===== src/rtl/pie_pkg.sv =====
package pie_pkg;

    typedef struct packed {
        logic rd;
        logic wr;
        logic ex;
        logic ss_rd;
        logic ss_wr;
        logic ovl;
    } perm_t;

    typedef enum logic [1:0] {
        ST_IDLE   = 2'd0,
        ST_LOOKUP = 2'd1,
        ST_BYPASS = 2'd2
    } res_state_e;

    localparam perm_t PERM_NONE = '0;

endpackage


===== src/rtl/pie_table.sv =====
module pie_table #(
    parameter int ENTRIES = 16,
    parameter int CODE_W  = 4,
    localparam int IDX_W  = $clog2(ENTRIES),
    localparam int REG_W  = ENTRIES * CODE_W
) (
    input  logic              clk,
    input  logic              rst_n,
    input  logic              wr_en,
    input  logic [REG_W-1:0]  wr_data,
    input  logic [IDX_W-1:0]  rd_idx,
    output logic [CODE_W-1:0] rd_code
);

    logic [REG_W-1:0] flat;

    for (genvar g = 0; g < ENTRIES; g++) begin : g_slot
        logic [CODE_W-1:0] slot_q;

        always_ff @(posedge clk) begin
            if (!rst_n) begin
                slot_q <= '0;
            end else if (wr_en) begin
                slot_q <= wr_data[g*CODE_W +: CODE_W];
            end
        end

        assign flat[g*CODE_W +: CODE_W] = slot_q;
    end

    // The read sees the stored value, which is the old one during a write cycle.
    always_comb begin
        rd_code = '0;
        for (int i = 0; i < ENTRIES; i++) begin
            if (rd_idx == IDX_W'(i)) begin
                rd_code = flat[i*CODE_W +: CODE_W];
            end
        end
    end

endmodule


===== src/rtl/pie_decode.sv =====
module pie_decode
    import pie_pkg::*;
(
    input  logic [3:0] code,
    output perm_t      perm
);

    always_comb begin
        perm = PERM_NONE;
        unique case (code)
            4'b0000: perm = '{rd:1'b0, wr:1'b0, ex:1'b0, ss_rd:1'b0, ss_wr:1'b0, ovl:1'b1};
            4'b0001: perm = '{rd:1'b1, wr:1'b0, ex:1'b0, ss_rd:1'b0, ss_wr:1'b0, ovl:1'b1};
            4'b0010: perm = '{rd:1'b0, wr:1'b0, ex:1'b1, ss_rd:1'b0, ss_wr:1'b0, ovl:1'b1};
            4'b0011: perm = '{rd:1'b1, wr:1'b0, ex:1'b1, ss_rd:1'b0, ss_wr:1'b0, ovl:1'b1};
            4'b0100: perm = '{rd:1'b0, wr:1'b0, ex:1'b0, ss_rd:1'b0, ss_wr:1'b0, ovl:1'b1};
            4'b0101: perm = '{rd:1'b1, wr:1'b1, ex:1'b0, ss_rd:1'b0, ss_wr:1'b0, ovl:1'b1};
            4'b0110: perm = '{rd:1'b1, wr:1'b1, ex:1'b1, ss_rd:1'b0, ss_wr:1'b0, ovl:1'b1};
            4'b0111: perm = '{rd:1'b1, wr:1'b1, ex:1'b1, ss_rd:1'b0, ss_wr:1'b0, ovl:1'b1};
            4'b1000: perm = '{rd:1'b1, wr:1'b0, ex:1'b0, ss_rd:1'b0, ss_wr:1'b0, ovl:1'b0};
            4'b1001: perm = '{rd:1'b1, wr:1'b0, ex:1'b0, ss_rd:1'b1, ss_wr:1'b1, ovl:1'b0};
            4'b1010: perm = '{rd:1'b1, wr:1'b0, ex:1'b1, ss_rd:1'b0, ss_wr:1'b0, ovl:1'b0};
            4'b1011: perm = '{rd:1'b0, wr:1'b0, ex:1'b0, ss_rd:1'b0, ss_wr:1'b0, ovl:1'b0};
            4'b1100: perm = '{rd:1'b1, wr:1'b1, ex:1'b0, ss_rd:1'b0, ss_wr:1'b0, ovl:1'b0};
            4'b1101: perm = '{rd:1'b0, wr:1'b0, ex:1'b0, ss_rd:1'b0, ss_wr:1'b0, ovl:1'b0};
            4'b1110: perm = '{rd:1'b1, wr:1'b1, ex:1'b1, ss_rd:1'b0, ss_wr:1'b0, ovl:1'b0};
            4'b1111: perm = '{rd:1'b0, wr:1'b0, ex:1'b0, ss_rd:1'b0, ss_wr:1'b0, ovl:1'b0};
            default: perm = PERM_NONE;
        endcase
    end

endmodule


===== src/rtl/pie_lookup.sv =====
module pie_lookup
    import pie_pkg::*;
#(
    parameter int ENTRIES = 16,
    parameter int CODE_W  = 4,
    localparam int IDX_W  = $clog2(ENTRIES),
    localparam int REG_W  = ENTRIES * CODE_W
) (
    input  logic             clk,
    input  logic             rst_n,
    input  logic             wr_en,
    input  logic [REG_W-1:0] wr_data,
    input  logic             lk_req,
    input  logic [IDX_W-1:0] lk_index,
    input  logic             ind_en,
    output logic             res_valid,
    output logic             res_read,
    output logic             res_write,
    output logic             res_exec,
    output logic             res_ss_read,
    output logic             res_ss_write,
    output logic             res_overlay,
    output logic             res_bypass
);

    logic [CODE_W-1:0] code_sel;
    perm_t             perm_d;
    perm_t             perm_q;
    res_state_e        state_q;
    res_state_e        state_d;

    pie_table #(
        .ENTRIES (ENTRIES),
        .CODE_W  (CODE_W)
    ) u_table (
        .clk     (clk),
        .rst_n   (rst_n),
        .wr_en   (wr_en),
        .wr_data (wr_data),
        .rd_idx  (lk_index),
        .rd_code (code_sel)
    );

    pie_decode u_decode (
        .code (code_sel),
        .perm (perm_d)
    );

    // Next-state selection for the result stage.
    always_comb begin
        if (!lk_req) begin
            state_d = ST_IDLE;
        end else if (ind_en) begin
            state_d = ST_LOOKUP;
        end else begin
            state_d = ST_BYPASS;
        end
    end

    // State register and captured permissions.
    always_ff @(posedge clk) begin
        if (!rst_n) begin
            state_q <= ST_IDLE;
            perm_q  <= PERM_NONE;
        end else begin
            state_q <= state_d;
            perm_q  <= (state_d == ST_LOOKUP) ? perm_d : PERM_NONE;
        end
    end

    // Output decode from the result state.
    always_comb begin
        res_valid    = 1'b0;
        res_bypass   = 1'b0;
        res_read     = 1'b0;
        res_write    = 1'b0;
        res_exec     = 1'b0;
        res_ss_read  = 1'b0;
        res_ss_write = 1'b0;
        res_overlay  = 1'b0;
        unique case (state_q)
            ST_IDLE: begin
            end
            ST_LOOKUP: begin
                res_valid    = 1'b1;
                res_read     = perm_q.rd;
                res_write    = perm_q.wr;
                res_exec     = perm_q.ex;
                res_ss_read  = perm_q.ss_rd;
                res_ss_write = perm_q.ss_wr;
                res_overlay  = perm_q.ovl;
            end
            ST_BYPASS: begin
                res_valid  = 1'b1;
                res_bypass = 1'b1;
            end
            default: begin
            end
        endcase
    end

endmodule


===== config.mk =====
export PLATFORM = sky130hd
export DESIGN_NAME = pie_lookup
export DESIGN_NICKNAME = d
export VERILOG_FILES = /design/src/rtl/pie_pkg.sv /design/src/rtl/pie_table.sv /design/src/rtl/pie_decode.sv /design/src/rtl/pie_lookup.sv
export SDC_FILE = /design/constraint.sdc
export NUM_CORES = 1
export LEC_CHECK = 0
export ABC_CLOCK_PERIOD_IN_PS = 4600
export BUFFER_PORTS_ARGS = -buffer_cell sky130_fd_sc_hd__clkbuf_2
export CORE_MARGIN = 2
export CORE_UTILIZATION = 25
export CTS_BUF_LIST = sky130_fd_sc_hd__clkbuf_8
export CTS_CLUSTER_DIAMETER = 120
export CTS_CLUSTER_SIZE = 20
export DETAILED_ROUTE_END_ITERATION = 10
export HOLD_SLACK_MARGIN = 0.12
export PLACE_DENSITY = 0.51
export SLEW_MARGIN = 10
export SYNTH_ARGS = -nofsm -noshare
export SYNTH_HDL_FRONTEND = slang
export SYNTH_SLANG_ARGS = --single-unit

===== constraint.sdc =====
create_clock -name clk -period 4.6 [get_ports clk]
set_clock_uncertainty 0.15 [all_clocks]
set_input_delay 0.69 -clock clk [delete_from_list [all_inputs] [get_ports clk]]
set_output_delay 0.69 -clock clk [all_outputs]
set_load 0.05 [all_outputs]

==> impl_metrics.py <==
metrics = {
    "status": {
        "outcome": "finished clean",
    },
    "drt": {
        "routed_wirelength_um": 8560,
        "wl_per_cell_um": 14.6,
        "dr.pass1.iters": 4,
        "postRouteAntennaNets": 0,
        "vias": 2541,
        "drt-initial-drc-count": 125,
        "drc_errors": 0,
        "vias_per_cell": 4.32,
    },
    "place": {
        "placed_cell_area_um2": 3940,
        "dp_hpwl_um": 6230,
        "gp_congestion": 0.761,
        "portBuffers": 80,
    },
    "clocking": {
        "tritoncts": "built",
        "insertion_delay_ns": 0.36,
        "cts.path.max_buffers": 2,
        "clk_pin_slew_worst_paths_ns": 0.08,
        "cts_hold_buffers": 0,
        "cts.sinks": 71,
        "cts-htree-levels": 3,
        "numCtsBuffers": 9,
        "cts_setup_buffers": 0,
        "clockRootBuffer": "clkbuf_8",
        "cts-resized-gates": 0,
    },
    "synth": {
        "synth_edf_count": 0,
        "synth_seq_cells": 71,
        "syn-num-nets": 412,
        "ys_async_sr_fraction_pct": 0,
        "yosysSeqAreaShare_pct": 40.9,
        "syn_area_per_cell_um2": 10.3,
        "synth_area_um2": 3480,
        "syn_inst": 337,
        "yosys.cell_types.count": 50,
        "synth_warnings": 0,
        "ys.flop_type": "dfxtp_1",
    },
    "min_path": {
        "hp-start": "ind_en",
        "hold_path.class": "in -> reg",
    },
    "timing": {
        "rsz0062_at_grt": "no",
        "fmax_ghz": 0.368,
        "setup_tns_ns": 0,
        "slew_headroom_pct": 27.7,
        "hold_viol": 0,
        "period_needed_ns": 2.72,
        "slew_violations": 0,
        "setup_viol": 0,
        "post-route-period-util_pct": 59.1,
        "worstMarginPinSlew_ns": 1.08,
    },
    "global_routing": {
        "grt_max_degree": 67,
        "grt_pass1_wl_um": 13600,
        "antenna_found_initial": 0,
        "track_usage_pct": 12.2,
        "overflow": 0,
        "grt_pass1_vias": 2554,
    },
    "die": {
        "die_h_um": 122,
        "initial_core_util_pct": 25.3,
        "rows": 43,
        "die_x_um": 122,
        "dieArea_um2": 14900,
        "io_pins": 81,
        "core_um2": 13700,
    },
    "finish": {
        "synthToLayoutAreaGrowth_pct": 19.3,
        "antenna_cells": 0,
        "drive_above_1_share_pct": 25.7,
        "design_area_um2": 4150,
        "fin_nets": 478,
    },
    "critical_path": {
        "worstSetupPathType": "in -> reg",
        "cp_max_fo": 38,
        "cp.required_ns": 4.73,
        "cp.arrival_ns": 2.85,
        "crit-reg2reg-launch": "u_table.g_slot[1].slot_q[0]",
        "critPathLaunchType": "primary input",
        "end_kind": "register",
        "critPathLaunch": "lk_index[0]",
    },
    "power_and_ir_drop": {
        "power_leakage_nw": 1.85,
        "ir_drop_uv": 114,
        "power_density_nw_per_um2": 332,
    },
    "run": {
        "cap_violations": 0,
    },
}
[routing by layer]
| metal | vias up | share of wire (%) | GRT usage (%) | routed length (µm) |
|---|---|---|---|---|
| met3 | 13 | 6.3 | 3.89 | 541 |
| met5 | - | 0 | 0 | 0 |
| met2 | 63 | 43 | 17.7 | 3660 |
| met4 | 0 | 1.9 | 5.39 | 164 |
| li1 | 1323 | - | - | - |
| met1 | 1142 | 49 | 16.6 | 4200 |
[report_power, final]
part	switching, mW	internal, mW
clock	0.244	0.268
combinational	0.0952	0.0958
sequential	0.0230	0.650
total	0.362	1.01
[registers in the layout, indices dropped and copies added (netlist names)]
signal                 flops
perm_q                     5
state_q                    2
u_table.g_slot.slot_q     64
[stage by stage]
step / power [mW] / util, % / setup slack [ns] / cells / hold slack (ns)
floorplan: 0.818 / - / 2.25 / 337 / 0.324
global placement: 0.877 / 28.7 / 1.56 / 572 / 0.350
detailed placement: 0.881 / 28.7 / 1.49 / 572 / 0.359
CTS: 1.40 / 30.2 / 1.88 / 588 / 0.332
global route: 1.45 / 30.2 / 1.69 / 588 / 0.354
finish: 1.38 / 30.2 / 1.88 / 588 / 0.358
[final timing paths]
path | slack (ns) | cells past startpoint | to
worst max-delay path | 1.88 | 6 | perm_q[4]
worst min register to register | 0.37 | 2 | u_table.g_slot[1].slot_q[1]
worst min-delay path | 0.36 | 2 | state_q[1]
worst max register to register | 2.66 | 5 | perm_q[4]
[cell families (layout without fill, tap and decap cells)]
family	Yosys count	count (layout)	share of synthesized area (%)
AND/OR/NAND/NOR	107	107	18.7
AO/OA/AOI/OAI	40	40	8.60
buffers and inverters	36	107	5.90
flip-flops	71	71	40.9
multiplexers	81	81	25.2
adder cells (fa/ha/maj)	2	2	0.720
[synthesized netlist by cell type, types with 2 or more instances]
master / n / area share, %
mux2i_1: 75 / 22
nand2_1: 8 / 0.86
nand2b_1: 2 / 0.36
a21oi_1: 7 / 1.0
nand3b_1: 3 / 0.65
dfxtp_1: 71 / 41
buf_1: 5 / 0.54
ha_1: 2 / 0.72
a221oi_1: 3 / 0.76
clkbuf_1: 9 / 0.97
a21o_1: 2 / 0.43
a211oi_1: 4 / 0.86
nand3_1: 4 / 0.58
nor2_1: 3 / 0.32
mux2_2: 2 / 0.65
a221o_1: 2 / 0.58
mux4_1: 3 / 2.3
o21ai_0: 5 / 0.72
buf_4: 3 / 0.65
nor3_1: 9 / 1.3
nor2b_1: 64 / 12
inv_1: 10 / 1.1
o21bai_1: 2 / 0.43
buf_2: 2 / 0.29
o221ai_1: 3 / 0.76
buf_6: 4 / 1.3
and2_1: 6 / 1.1
a22oi_1: 2 / 0.43
[final cells by class]
type | count | area, µm²
Clock buffer | 10 | 138
Clock inverter | 6 | 68.8
Fill cell | 1485 | 9570
Inverter | 11 | 41.3
Multi-Input combinational cell | 230 | 1850
Sequential cell | 71 | 1420
Tap cell | 180 | 225
Timing Repair Buffer | 80 | 403
[worst max-delay path, stage by stage]
cell and delay [ns]:
clkbuf_2 0.62, mux4_1 0.65, o211ai_1 0.16, o311ai_0 0.24
and2_1 0.26, nor3_1 0.20
[layout by cell type (no fill, tap or decap), types with 2 or more instances in the layout]
cell type,count
a211oi_1,4
a21o_1,2
a21oi_1,7
a221o_1,2
a221oi_1,3
a22oi_1,2
and2_1,6
clkbuf_2,79
clkbuf_8,10
clkinv_4,2
dfxtp_1,71
ha_1,2
inv_1,10
mux2_2,2
mux2i_1,75
mux4_1,3
nand2_1,8
nand2b_1,2
nand3_1,4
nand3b_1,3
nor2_1,3
nor2b_1,64
nor3_1,9
o21ai_0,5
o21bai_1,2
o221ai_1,3
Note: power is estimated with default switching activity, not from simulation.
